===== config.mk =====
export PLATFORM = sky130hd
export DESIGN_NAME = rxr_fetch
export DESIGN_NICKNAME = d
export VERILOG_FILES = /design/src/rtl/rxr_pkg.sv /design/src/rtl/rxr_ptr_bank.sv /design/src/rtl/rxr_seq.sv /design/src/rtl/rxr_status.sv /design/src/rtl/rxr_fetch.sv
export SDC_FILE = /design/constraint.sdc
export NUM_CORES = 1
export LEC_CHECK = 0
export ABC_AREA = 0
export BUFFER_PORTS_ARGS = -buffer_cell sky130_fd_sc_hd__buf_2
export CORE_MARGIN = 8
export CORE_UTILIZATION = 48
export DETAILED_ROUTE_END_ITERATION = 8
export GPL_TIMING_DRIVEN = 0
export MAX_ROUTING_LAYER = met4
export PLACE_DENSITY = 0.76
export SYNTH_ARGS = -nofsm -noshare
export SYNTH_HDL_FRONTEND = slang
export SYNTH_SLANG_ARGS = --single-unit

===== constraint.sdc =====
create_clock -name clk -period 3.1 [get_ports clk]
set_input_delay 0.62 -clock clk [delete_from_list [all_inputs] [get_ports clk]]
set_output_delay 0.62 -clock clk [all_outputs]
set_load 0.02 [all_outputs]

===== src/rtl/rxr_pkg.sv =====
package rxr_pkg;
  localparam int ENTRY_WORDS = 4;

  localparam logic [2:0] SEL_START = 3'd0;
  localparam logic [2:0] SEL_END   = 3'd1;
  localparam logic [2:0] SEL_RDP   = 3'd2;
  localparam logic [2:0] SEL_WRP   = 3'd3;
  localparam logic [2:0] SEL_UPPER = 3'd4;

  typedef enum logic [1:0] {
    PH_IDLE  = 2'd0,
    PH_ISSUE = 2'd1,
    PH_WAIT  = 2'd2
  } phase_e;
endpackage


===== src/rtl/rxr_ptr_bank.sv =====
module rxr_ptr_bank
  import rxr_pkg::*;
#(
  parameter int PTR_W  = 16,
  parameter int NWORDS = ENTRY_WORDS
) (
  input  logic             clk,
  input  logic             rst_n,
  input  logic             wide_i,
  input  logic             wr_en_i,
  input  logic [2:0]       wr_sel_i,
  input  logic [PTR_W-1:0] wr_data_i,
  input  logic             adv_i,
  output logic [PTR_W-1:0] start_o,
  output logic [PTR_W-1:0] end_o,
  output logic [PTR_W-1:0] rd_o,
  output logic [PTR_W-1:0] wr_o,
  output logic [PTR_W-1:0] upper_o,
  output logic             hit_o
);
  localparam logic [PTR_W-1:0] STEP_NARROW = PTR_W'(NWORDS * 2);
  localparam logic [PTR_W-1:0] STEP_WIDE   = PTR_W'(NWORDS * 4);
  localparam logic [PTR_W-1:0] MASK_NARROW = ~PTR_W'(1);
  localparam logic [PTR_W-1:0] MASK_WIDE   = ~PTR_W'(3);

  logic [PTR_W-1:0] start_q, end_q, rd_q, wr_q, upper_q;
  logic [PTR_W-1:0] start_d, end_d, rd_d, wr_d, upper_d;
  logic [PTR_W-1:0] aligned, stepped, wrapped;

  always_comb begin
    aligned = wr_data_i & (wide_i ? MASK_WIDE : MASK_NARROW);
    stepped = rd_q + (wide_i ? STEP_WIDE : STEP_NARROW);
    wrapped = (stepped == end_q) ? start_q : stepped;
    hit_o   = (wrapped == wr_q);
  end

  always_comb begin
    start_d = start_q;
    end_d   = end_q;
    rd_d    = rd_q;
    wr_d    = wr_q;
    upper_d = upper_q;
    if (wr_en_i) begin
      case (wr_sel_i)
        SEL_START: start_d = aligned;
        SEL_END:   end_d   = aligned;
        SEL_RDP:   rd_d    = aligned;
        SEL_WRP:   wr_d    = aligned;
        SEL_UPPER: upper_d = wr_data_i;
        default:   ;
      endcase
    end
    if (adv_i) begin
      rd_d = wrapped;
    end
  end

  always_ff @(posedge clk or negedge rst_n) begin
    if (!rst_n) begin
      start_q <= '0;
      end_q   <= '0;
      rd_q    <= '0;
      wr_q    <= '0;
      upper_q <= '0;
    end else begin
      start_q <= start_d;
      end_q   <= end_d;
      rd_q    <= rd_d;
      wr_q    <= wr_d;
      upper_q <= upper_d;
    end
  end

  assign start_o = start_q;
  assign end_o   = end_q;
  assign rd_o    = rd_q;
  assign wr_o    = wr_q;
  assign upper_o = upper_q;

  assert_rd_aligned_R2: assert property (@(posedge clk) disable iff (!rst_n)
    (wr_en_i && wr_sel_i == SEL_RDP && !adv_i && wide_i) |=> (rd_q[1:0] == 2'b00));

  assert_wrap_R6: assert property (@(posedge clk) disable iff (!rst_n)
    (adv_i && !wr_en_i && start_q != end_q) |=> (rd_q != end_q));
endmodule


===== src/rtl/rxr_seq.sv =====
module rxr_seq
  import rxr_pkg::*;
#(
  parameter int PTR_W  = 16,
  parameter int WORD_W = 16,
  parameter int NWORDS = ENTRY_WORDS
) (
  input  logic                     clk,
  input  logic                     rst_n,
  input  logic                     start_i,
  input  logic                     wide_i,
  input  logic [PTR_W-1:0]         base_i,
  input  logic [PTR_W-1:0]         upper_i,
  input  logic                     rvalid_i,
  input  logic [WORD_W-1:0]        rdata_i,
  output logic                     req_o,
  output logic [2*PTR_W-1:0]       addr_o,
  output logic                     busy_o,
  output logic                     done_o,
  output logic [NWORDS*WORD_W-1:0] words_o
);
  localparam int IDX_W = (NWORDS > 1) ? $clog2(NWORDS) : 1;
  localparam logic [IDX_W-1:0] LAST = IDX_W'(NWORDS - 1);

  phase_e           ph_q, ph_d;
  logic [IDX_W-1:0] idx_q, idx_d;
  logic [PTR_W-1:0] offset;
  logic             take;

  always_comb begin
    offset = wide_i ? (PTR_W'(idx_q) << 2) : (PTR_W'(idx_q) << 1);
    addr_o = {upper_i, base_i + offset};
    req_o  = (ph_q == PH_ISSUE);
    busy_o = (ph_q != PH_IDLE);
    take   = (ph_q == PH_WAIT) && rvalid_i;
    done_o = take && (idx_q == LAST);
  end

  always_comb begin
    ph_d  = ph_q;
    idx_d = idx_q;
    case (ph_q)
      PH_IDLE: begin
        if (start_i) begin
          ph_d  = PH_ISSUE;
          idx_d = '0;
        end
      end
      PH_ISSUE: ph_d = PH_WAIT;
      PH_WAIT: begin
        if (rvalid_i) begin
          if (idx_q == LAST) begin
            ph_d = PH_IDLE;
          end else begin
            ph_d  = PH_ISSUE;
            idx_d = idx_q + 1'b1;
          end
        end
      end
      default: ph_d = PH_IDLE;
    endcase
  end

  always_ff @(posedge clk or negedge rst_n) begin
    if (!rst_n) begin
      ph_q  <= PH_IDLE;
      idx_q <= '0;
    end else begin
      ph_q  <= ph_d;
      idx_q <= idx_d;
    end
  end

  for (genvar k = 0; k < NWORDS; k++) begin : g_word
    if (k == NWORDS - 1) begin : g_live
      assign words_o[k*WORD_W +: WORD_W] = rdata_i;
    end else begin : g_held
      logic [WORD_W-1:0] cap_q;
      logic              cap_en;
      assign cap_en = take && (idx_q == IDX_W'(k));
      always_ff @(posedge clk or negedge rst_n) begin
        if (!rst_n) begin
          cap_q <= '0;
        end else if (cap_en) begin
          cap_q <= rdata_i;
        end
      end
      assign words_o[k*WORD_W +: WORD_W] = cap_q;
    end
  end

  assert_one_outstanding_R3: assert property (@(posedge clk) disable iff (!rst_n)
    req_o |=> !req_o);

  assert_busy_hold_R8: assert property (@(posedge clk) disable iff (!rst_n)
    (busy_o && !done_o) |=> busy_o);

  assert_first_req_R8: assert property (@(posedge clk) disable iff (!rst_n)
    $rose(busy_o) |-> req_o);
endmodule


===== src/rtl/rxr_status.sv =====
module rxr_status (
  input  logic clk,
  input  logic rst_n,
  input  logic done_i,
  input  logic hit_i,
  input  logic clr_i,
  input  logic stall_set_i,
  output logic exh_o,
  output logic evt_o,
  output logic stall_o
);
  logic exh_q, exh_d, evt_q, evt_d, stall_q, stall_d;

  always_comb begin
    exh_d = exh_q;
    if (clr_i && exh_q) exh_d = 1'b0;
    if (done_i && hit_i) exh_d = 1'b1;
    evt_d   = done_i && hit_i;
    stall_d = stall_q;
    if (done_i) stall_d = 1'b0;
    if (stall_set_i) stall_d = 1'b1;
  end

  always_ff @(posedge clk or negedge rst_n) begin
    if (!rst_n) begin
      exh_q   <= 1'b0;
      evt_q   <= 1'b0;
      stall_q <= 1'b0;
    end else begin
      exh_q   <= exh_d;
      evt_q   <= evt_d;
      stall_q <= stall_d;
    end
  end

  assign exh_o   = exh_q;
  assign evt_o   = evt_q;
  assign stall_o = stall_q;

  assert_exh_source_R7: assert property (@(posedge clk) disable iff (!rst_n)
    $rose(exh_q) |-> $past(done_i));

  assert_evt_single_R7: assert property (@(posedge clk) disable iff (!rst_n)
    evt_q |=> !evt_q);

  assert_stall_clear_R11: assert property (@(posedge clk) disable iff (!rst_n)
    (done_i && !stall_set_i) |=> !stall_q);
endmodule


===== src/rtl/rxr_fetch.sv =====
module rxr_fetch
  import rxr_pkg::*;
#(
  parameter int PTR_W  = 16,
  parameter int WORD_W = 16
) (
  input  logic               clk,
  input  logic               rst_n,
  input  logic               wide_mode,
  input  logic               cfg_we,
  input  logic [2:0]         cfg_sel,
  input  logic [PTR_W-1:0]   cfg_wdata,
  input  logic               fetch_cmd,
  input  logic               stat_clr,
  input  logic               stall_set,
  output logic               mem_req,
  output logic [2*PTR_W-1:0] mem_addr,
  input  logic               mem_rvalid,
  input  logic [WORD_W-1:0]  mem_rdata,
  output logic               busy,
  output logic [2*WORD_W-1:0] buf_addr,
  output logic [2*WORD_W-1:0] buf_wcnt,
  output logic [PTR_W-1:0]   ring_start,
  output logic [PTR_W-1:0]   ring_end,
  output logic [PTR_W-1:0]   ring_rd,
  output logic [PTR_W-1:0]   ring_wr,
  output logic [PTR_W-1:0]   ring_upper,
  output logic               exhausted,
  output logic               exhaust_evt,
  output logic               stall
);
  localparam int NW = ENTRY_WORDS;

  logic                 trig, done, hit;
  logic [NW*WORD_W-1:0] words;
  logic [2*WORD_W-1:0]  baddr_q, bcnt_q;

  assign trig = fetch_cmd | (stat_clr & exhausted);

  rxr_ptr_bank #(.PTR_W(PTR_W), .NWORDS(NW)) u_ptrs (
    .clk      (clk),
    .rst_n    (rst_n),
    .wide_i   (wide_mode),
    .wr_en_i  (cfg_we),
    .wr_sel_i (cfg_sel),
    .wr_data_i(cfg_wdata),
    .adv_i    (done),
    .start_o  (ring_start),
    .end_o    (ring_end),
    .rd_o     (ring_rd),
    .wr_o     (ring_wr),
    .upper_o  (ring_upper),
    .hit_o    (hit)
  );

  rxr_seq #(.PTR_W(PTR_W), .WORD_W(WORD_W), .NWORDS(NW)) u_seq (
    .clk     (clk),
    .rst_n   (rst_n),
    .start_i (trig),
    .wide_i  (wide_mode),
    .base_i  (ring_rd),
    .upper_i (ring_upper),
    .rvalid_i(mem_rvalid),
    .rdata_i (mem_rdata),
    .req_o   (mem_req),
    .addr_o  (mem_addr),
    .busy_o  (busy),
    .done_o  (done),
    .words_o (words)
  );

  rxr_status u_stat (
    .clk        (clk),
    .rst_n      (rst_n),
    .done_i     (done),
    .hit_i      (hit),
    .clr_i      (stat_clr),
    .stall_set_i(stall_set),
    .exh_o      (exhausted),
    .evt_o      (exhaust_evt),
    .stall_o    (stall)
  );

  always_ff @(posedge clk or negedge rst_n) begin
    if (!rst_n) begin
      baddr_q <= '0;
      bcnt_q  <= '0;
    end else if (done) begin
      baddr_q <= words[2*WORD_W-1:0];
      bcnt_q  <= words[4*WORD_W-1:2*WORD_W];
    end
  end

  assign buf_addr = baddr_q;
  assign buf_wcnt = bcnt_q;

  assert_buf_stable_R4: assert property (@(posedge clk) disable iff (!rst_n)
    !done |=> ($stable(buf_addr) && $stable(buf_wcnt)));
endmodule


* After elaboration in Yosys (flattened, before gate mapping) *
Cells that the tools add are included.

operators by class
  bitwise gates (word level) = 3
  equality and inequality tests = 14
  add/sub/neg operators = 3
  muxes and demuxes = 19
  reduce and logical (&&, ||, !) cells = 23

operators with widths
  operator                                                          count
  16-bit two-way mux                                                4
  16-bit adder                                                      2
  16-bit == test                                                    2
  16-bit bitwise AND                                                1
  2-bit two-way mux                                                 6
  2-bit AND reduction                                               6
  2-bit nonzero test                                                6
  1-bit logical AND                                                 7
  2-bit == test (second input constant)                             3
  3-bit by 2-bit == test with 1-bit output (second input constant)  2
  2-bit inequality test (second input constant)                     3
  2-bit one-hot mux with 3 select lines                             1
  1-bit two-way mux                                                 5
  5-bit two-way mux                                                 1
  2-bit by 1-bit == test with 1-bit output (second input constant)  2
  2-bit logical NOT                                                 2
  4-bit two-way mux                                                 1
  2-bit one-hot mux with 2 select lines                             1
  4-bit AND reduction                                               1
  3-bit by 1-bit == test with 1-bit output (second input constant)  1
  3-bit == test (second input constant)                             1
  3-bit logical NOT                                                 1
  2-bit by 1-bit adder with 2-bit output (second input constant)    1
  1-bit bitwise AND                                                 1
  1-bit OR                                                          1

storage, ports and cells
  output and inout port bits = 181
  flip-flop bits (word level) = 199
  logic and storage cells = 77

* Logic depth before layout (Yosys ltp) *
  word-level depth = 7
  depth in mapped cells = 14

* Hierarchy *
Synthesis repeated with hierarchy kept, for this count alone.

second synthesis, totals
  cell total of the unflattened synthesis = 748
  area, all modules = 9874.5 sq um

by module, submodules not included
  module        area each (sq um)  times used  sequential area each (sq um)  cells an instance
  rxr_ptr_bank  4272.8             1           1926.8                        393
  rxr_seq       2808.9             1           1301.2                        211
  rxr_fetch     2686.3             1           1601.5                        136
  rxr_status    106.4              1           75.1                          8

* Worst setup path before layout *
OpenSTA, ideal clock, no wires.

  path type = input-to-reg
  from = input port wide_mode
  to = register u_stat.exh_q, in the netlist u_stat.exh_o
  required time = 2969 ps
  path slack = -118 ps
  setup time = 131 ps
  cell stages on the path = 12
  path buffers = 1
  arrival = 3087 ps
  cell sequence = inv_1 > ha_1 > fa_1 > xor2_1 > xor2_1 > a2111o_1 > nor4_1 > and4_1 > buf_6 > mux2i_2 > xnor2_2 > o22ai_1

on the way
  longest elaborated chain between the ends = 7
  elaborated cells on any way between the ends = 8

ends and longest elaborated chain
  item                                                            RTL line            text
  start, declared                                                 rxr_fetch.sv:9      input logic wide_mode,
  5-bit two-way mux *                                             rxr_ptr_bank.sv:32  stepped = rd_q + (wide_i ? STEP_WIDE : STEP_NARROW);
  16-bit adder *                                                  rxr_ptr_bank.sv:32
  16-bit == test                                                  rxr_ptr_bank.sv:33  wrapped = (stepped == end_q) ? start_q : stepped;
  16-bit two-way mux *                                            rxr_ptr_bank.sv:33
  16-bit == test *                                                rxr_ptr_bank.sv:34  hit_o = (wrapped == wr_q);
  1-bit logical AND *                                             rxr_status.sv:17    if (done_i && hit_i) exh_d = 1'b1;
  1-bit two-way mux / 2-bit nonzero test (equally long branches)  -
  end signal, assigned                                            rxr_status.sv:30    exh_q <= exh_d;
  end, declared                                                   rxr_status.sv:12    logic exh_q, exh_d, evt_q, evt_d, stall_q, stall_d;

Every way passes the cells marked *; elsewhere a longest branch is shown, timed or not.
A chain may end at the register's enable or synchronous reset.

* Final worst setup path *
  from = register u_seq.idx_q[0]
  to = output port mem_addr[11]

on the way
  longest elaborated chain between the ends = 2

ends and longest elaborated chain
  item                    RTL line         text
  start, declared         rxr_seq.sv:26    logic [IDX_W-1:0] idx_q, idx_d;
  start signal, assigned  rxr_seq.sv:70    idx_q <= idx_d;
  4-bit two-way mux       rxr_seq.sv:31    offset = wide_i ? (PTR_W'(idx_q) << 2) : (PTR_W'(idx_q) << 1);
  16-bit adder            rxr_seq.sv:32    addr_o = {upper_i, base_i + offset};
  end, declared           rxr_fetch.sv:17  output logic [2*PTR_W-1:0] mem_addr,

Every way passes these cells.

==> flow_summary.yaml <==
placement:
  globalplace.congestion: 0.883
  preCtsSetupSlack_ns: -0.606
  dp_hpwl_um: 18600
  io_buffers: 219
  dp.cells: 1269
  placed_cell_area_mm2: 0.0105
clock_network:
  cts_tree: "yes"
  clkLatencyLatePin_ns: 0.44
  clk_path_buf_depth: 2
  numCtsBuffers: 17
  cts_root_buffer: "clkbuf_16"
  h-tree-depth: 4
  cts_sinks: 196
  clk_pin_slew_ns: 0.07
  hold_buffers: 0
critical_path:
  r2r-start: "u_ptrs.rd_o[3]$_DFFE_PN0P_"
  cp_max_fo: 4
  r2r_slack_ns: -0.11
  crit_path_end_kind: "primary output"
  crit_type: "reg -> out"
  reg2reg_depth: 11
  startpoint_type: "flop"
  worstReg2RegEnd: "u_stat.evt_o$_DFF_PN0_"
  required_ns: 2.48
  worstPathArrival_ns: 2.65
power:
  pwr_density_cell_mw_per_mm2: 857
  p_leak_nw: 5.86
  p_switching_mw: 3.82
  power.share.clock_pct: 22.0
  combPwrFrac_pct: 38.6
  ir_drop_uv: 435
  power.internal_mw: 6.11
  switching_share_pct: 38.5
  sequentialPowerShare_pct: 39.4
timing:
  fin_skew_ns: 0.0127
  report.final.slew_viol_count: 0
  max_freq_mhz: 305
  relSlewSlack_pct: 12.8
  setup_viol_count_final: 13
  tns_ns: -0.950
  hold_viol: 0
  period_share_pct: 106
  fin_crit_ns: 3.27
  grt_setup_unrepaired: "true"
  setup_slack_ns: -0.175
  tightest_slew_ns: 1.30
logic_synthesis:
  ys.flop_type: "dfrtp_1"
  synth-xor-area-share_pct: 6.36
  synth_compound_area_share_pct: 2.36
  yosys.area_share.simple_pct: 14.2
  synth.mux.area_fraction_pct: 16.8
  synthTopCellsByArea: "dfrtp_1 54%, mux2_2 14%, nand2_1 9.3%"
  synth_edf_count: 0
  async_flop_share_pct: 100
  synthesis.area_mm2: 0.00905
  syn-instance-count: 813
  netlist.area_leader.share_pct: 54.2
  synth_largest_area_cell: "dfrtp_1"
  yosysUniqueCellTypes: 52
  synth_top_family_by_area: "multiplexers"
  synthAdderAreaFrac_pct: 1.69
  ys_seq_elements: 196
  synth-seq-area-share_pct: 54.2
  avgSynthCellArea_um2: 11.1
  ys_warn_count: 0
global_routing:
  antenna_found_initial: 1
  grt_pass1_vias: 7148
  grt.total_usage_pct: 22.4
  grt_pass1_wl_um: 40200
  overflow: 0
  grt_max_degree: 103
detailed_routing:
  dr.pass1.iters: 5
  vias: 6907
  initialDrtViolationCount: 429
  postRouteWirelength_um: 25800
  ant_nets: 0
  drc_errors: 0
  vias_per_cell: 5.23
  avgRoutedWirePerCell_um: 19.6
finish:
  fin_area_mm2: 0.0116
  syn2layout_area_growth_pct: 28.1
  layoutNonFillerInstCount: 1320
  layout_common_cells: "225 x nand2_1, 212 x buf_2, 195 x dfrtp_1"
  num-fill-cells: 1489
  drive_gt1_share_pct: 43.6
  nets: 1126
  layout_commonest_cell: "nand2_1"
status:
  violations: "setup timing"
  outcome: "finished with violations"
run:
  max-cap-violations: 0
floorplanning:
  core_area_mm2: 0.0186
  dieWidth_um: 153
  start_util_pct: 48.7
  dieHeight_um: 153
  num_rows: 50
  die_area_mm2: 0.0235
  ios: 224
hold_path:
  hp-class: "in -> async"
[worst max path at each step]
stage	from	to	slack (ns)	cells past startpoint
2_1_floorplan	wide_mode	u_stat.exh_o$_DFFE_PN0P_	0.002	12
3_3_place_gp	rst_n	buf_addr[16]$_DFFE_PN0P_	-1.88	1
3_5_place_dp	wide_mode	u_stat.evt_o$_DFF_PN0_	-0.61	13
4_1_cts	u_seq.idx_q[0]$_DFFE_PN0P_	mem_addr[13]	-0.23	11
5_1_grt	u_seq.idx_q[0]$_DFFE_PN0P_	mem_addr[15]	-0.30	11
6_report	u_seq.idx_q[0]$_DFFE_PN0P_	mem_addr[11]	-0.17	10
[what timing repair did]
item                                    in CTS  in global routing
resized for setup                           42                 40
endpoints found under the setup margin      29                 26
pin swaps                                   12                  7
setup buffers                               10                  6
gates cloned                                 1                  1
[power by group through the flow]
stage | clock network (mW) | registers, mW | logic (mW)
6_report | 2.18 | 3.92 | 3.83
5_1_grt | 2.31 | 4.01 | 4.12
4_1_cts | 2.23 | 3.90 | 3.69
3_5_place_dp | 0 | 3.93 | 3.52
3_3_place_gp | 0 | 3.90 | 3.45
2_1_floorplan | 0 | 4.37 | 1.81
[metrics by stage]
stage	power [mW]	hold slack (ns)	util [%]
2_1_floorplan	6.19	0.324	-
3_5_place_dp	7.45	0.451	56.6
5_1_grt	10.4	0.264	62.4
6_report	9.93	0.203	62.4
4_1_cts	9.82	0.222	60.9
3_3_place_gp	7.35	0.441	56.4
[metal layers]
| metal | part of all wire (%) | vias up | global-route usage [%] |
|---|---|---|---|
| li1 | - | 3191 | - |
| met1 | 41 | 3437 | 26.8 |
| met2 | 49 | 251 | 35.8 |
| met3 | 8.3 | 28 | 7.61 |
| met4 | 1.3 | 0 | 5.94 |
| met5 | 0 | - | - |
[cell families after synthesis]
kind of cell,Yosys count
AO/OA/AOI/OAI,36
XOR/XNOR,64
adder cells (fa/ha/maj),11
buffers and inverters,72
flip-flops,196
multiplexers,137
other,1
AND/OR/NAND/NOR,296
[synth_stat cells, types with 2 or more instances]
master    number
o22ai_1        4
or3_1          2
a21o_1         2
nand4_1        5
buf_1          5
buf_6          3
dfrtp_1      196
o21ai_0       13
nor2_1        15
buf_4         22
fa_1           2
mux2_2       115
xnor2_1       34
ha_1           9
mux2i_1       21
nand3_1        5
nor3_1         7
nor4_1         6
nor2b_1        4
nand2b_1       4
xor2_1        28
and2_1         3
inv_1         16
a21oi_1        6
nand2_1      225
buf_2          3
nor3b_1        5
o21ai_1        6
clkbuf_1      22
or2_2          3
[cell type report]
cell class                 instances  area [um2]  share of cell area, %
clock inverter                    13         136                   1.18
timing repair buffer             238        1330                   11.5
multi-input combinational        547        4100                   35.3
antenna                            1        2.50                 0.0216
clock buffer                      19         433                   3.73
tap                              234         293                   2.53
sequential                       196        4910                   42.3
inverter                          16        60.1                  0.518
buffer                            56         339                   2.92
[state kept, by name (all words and copies together), names as in the netlist]
name,cells
u_seq.g_word.g_held.cap_q,48
buf_addr,32
buf_wcnt,32
u_ptrs.rd_o,16
u_ptrs.upper_o,16
u_ptrs.end_o,15
u_ptrs.start_o,15
u_ptrs.wr_o,15
u_seq.idx_q,2
u_seq.ph_q,2
u_stat.evt_o,1
u_stat.exh_o,1
u_stat.stall_o,1
[critical path, cell delays in order (launching register included)]
cell	delay, ns
dfrtp_1	0.40
inv_2	0.06
nor2_2	0.07
ha_2	0.18
inv_2	0.04
fa_2	0.35
nor2b_2	0.14
o21ai_2	0.09
or3_4	0.44
xnor2_1	0.23
buf_2	0.21
Power figures use the tool's default switching activity.
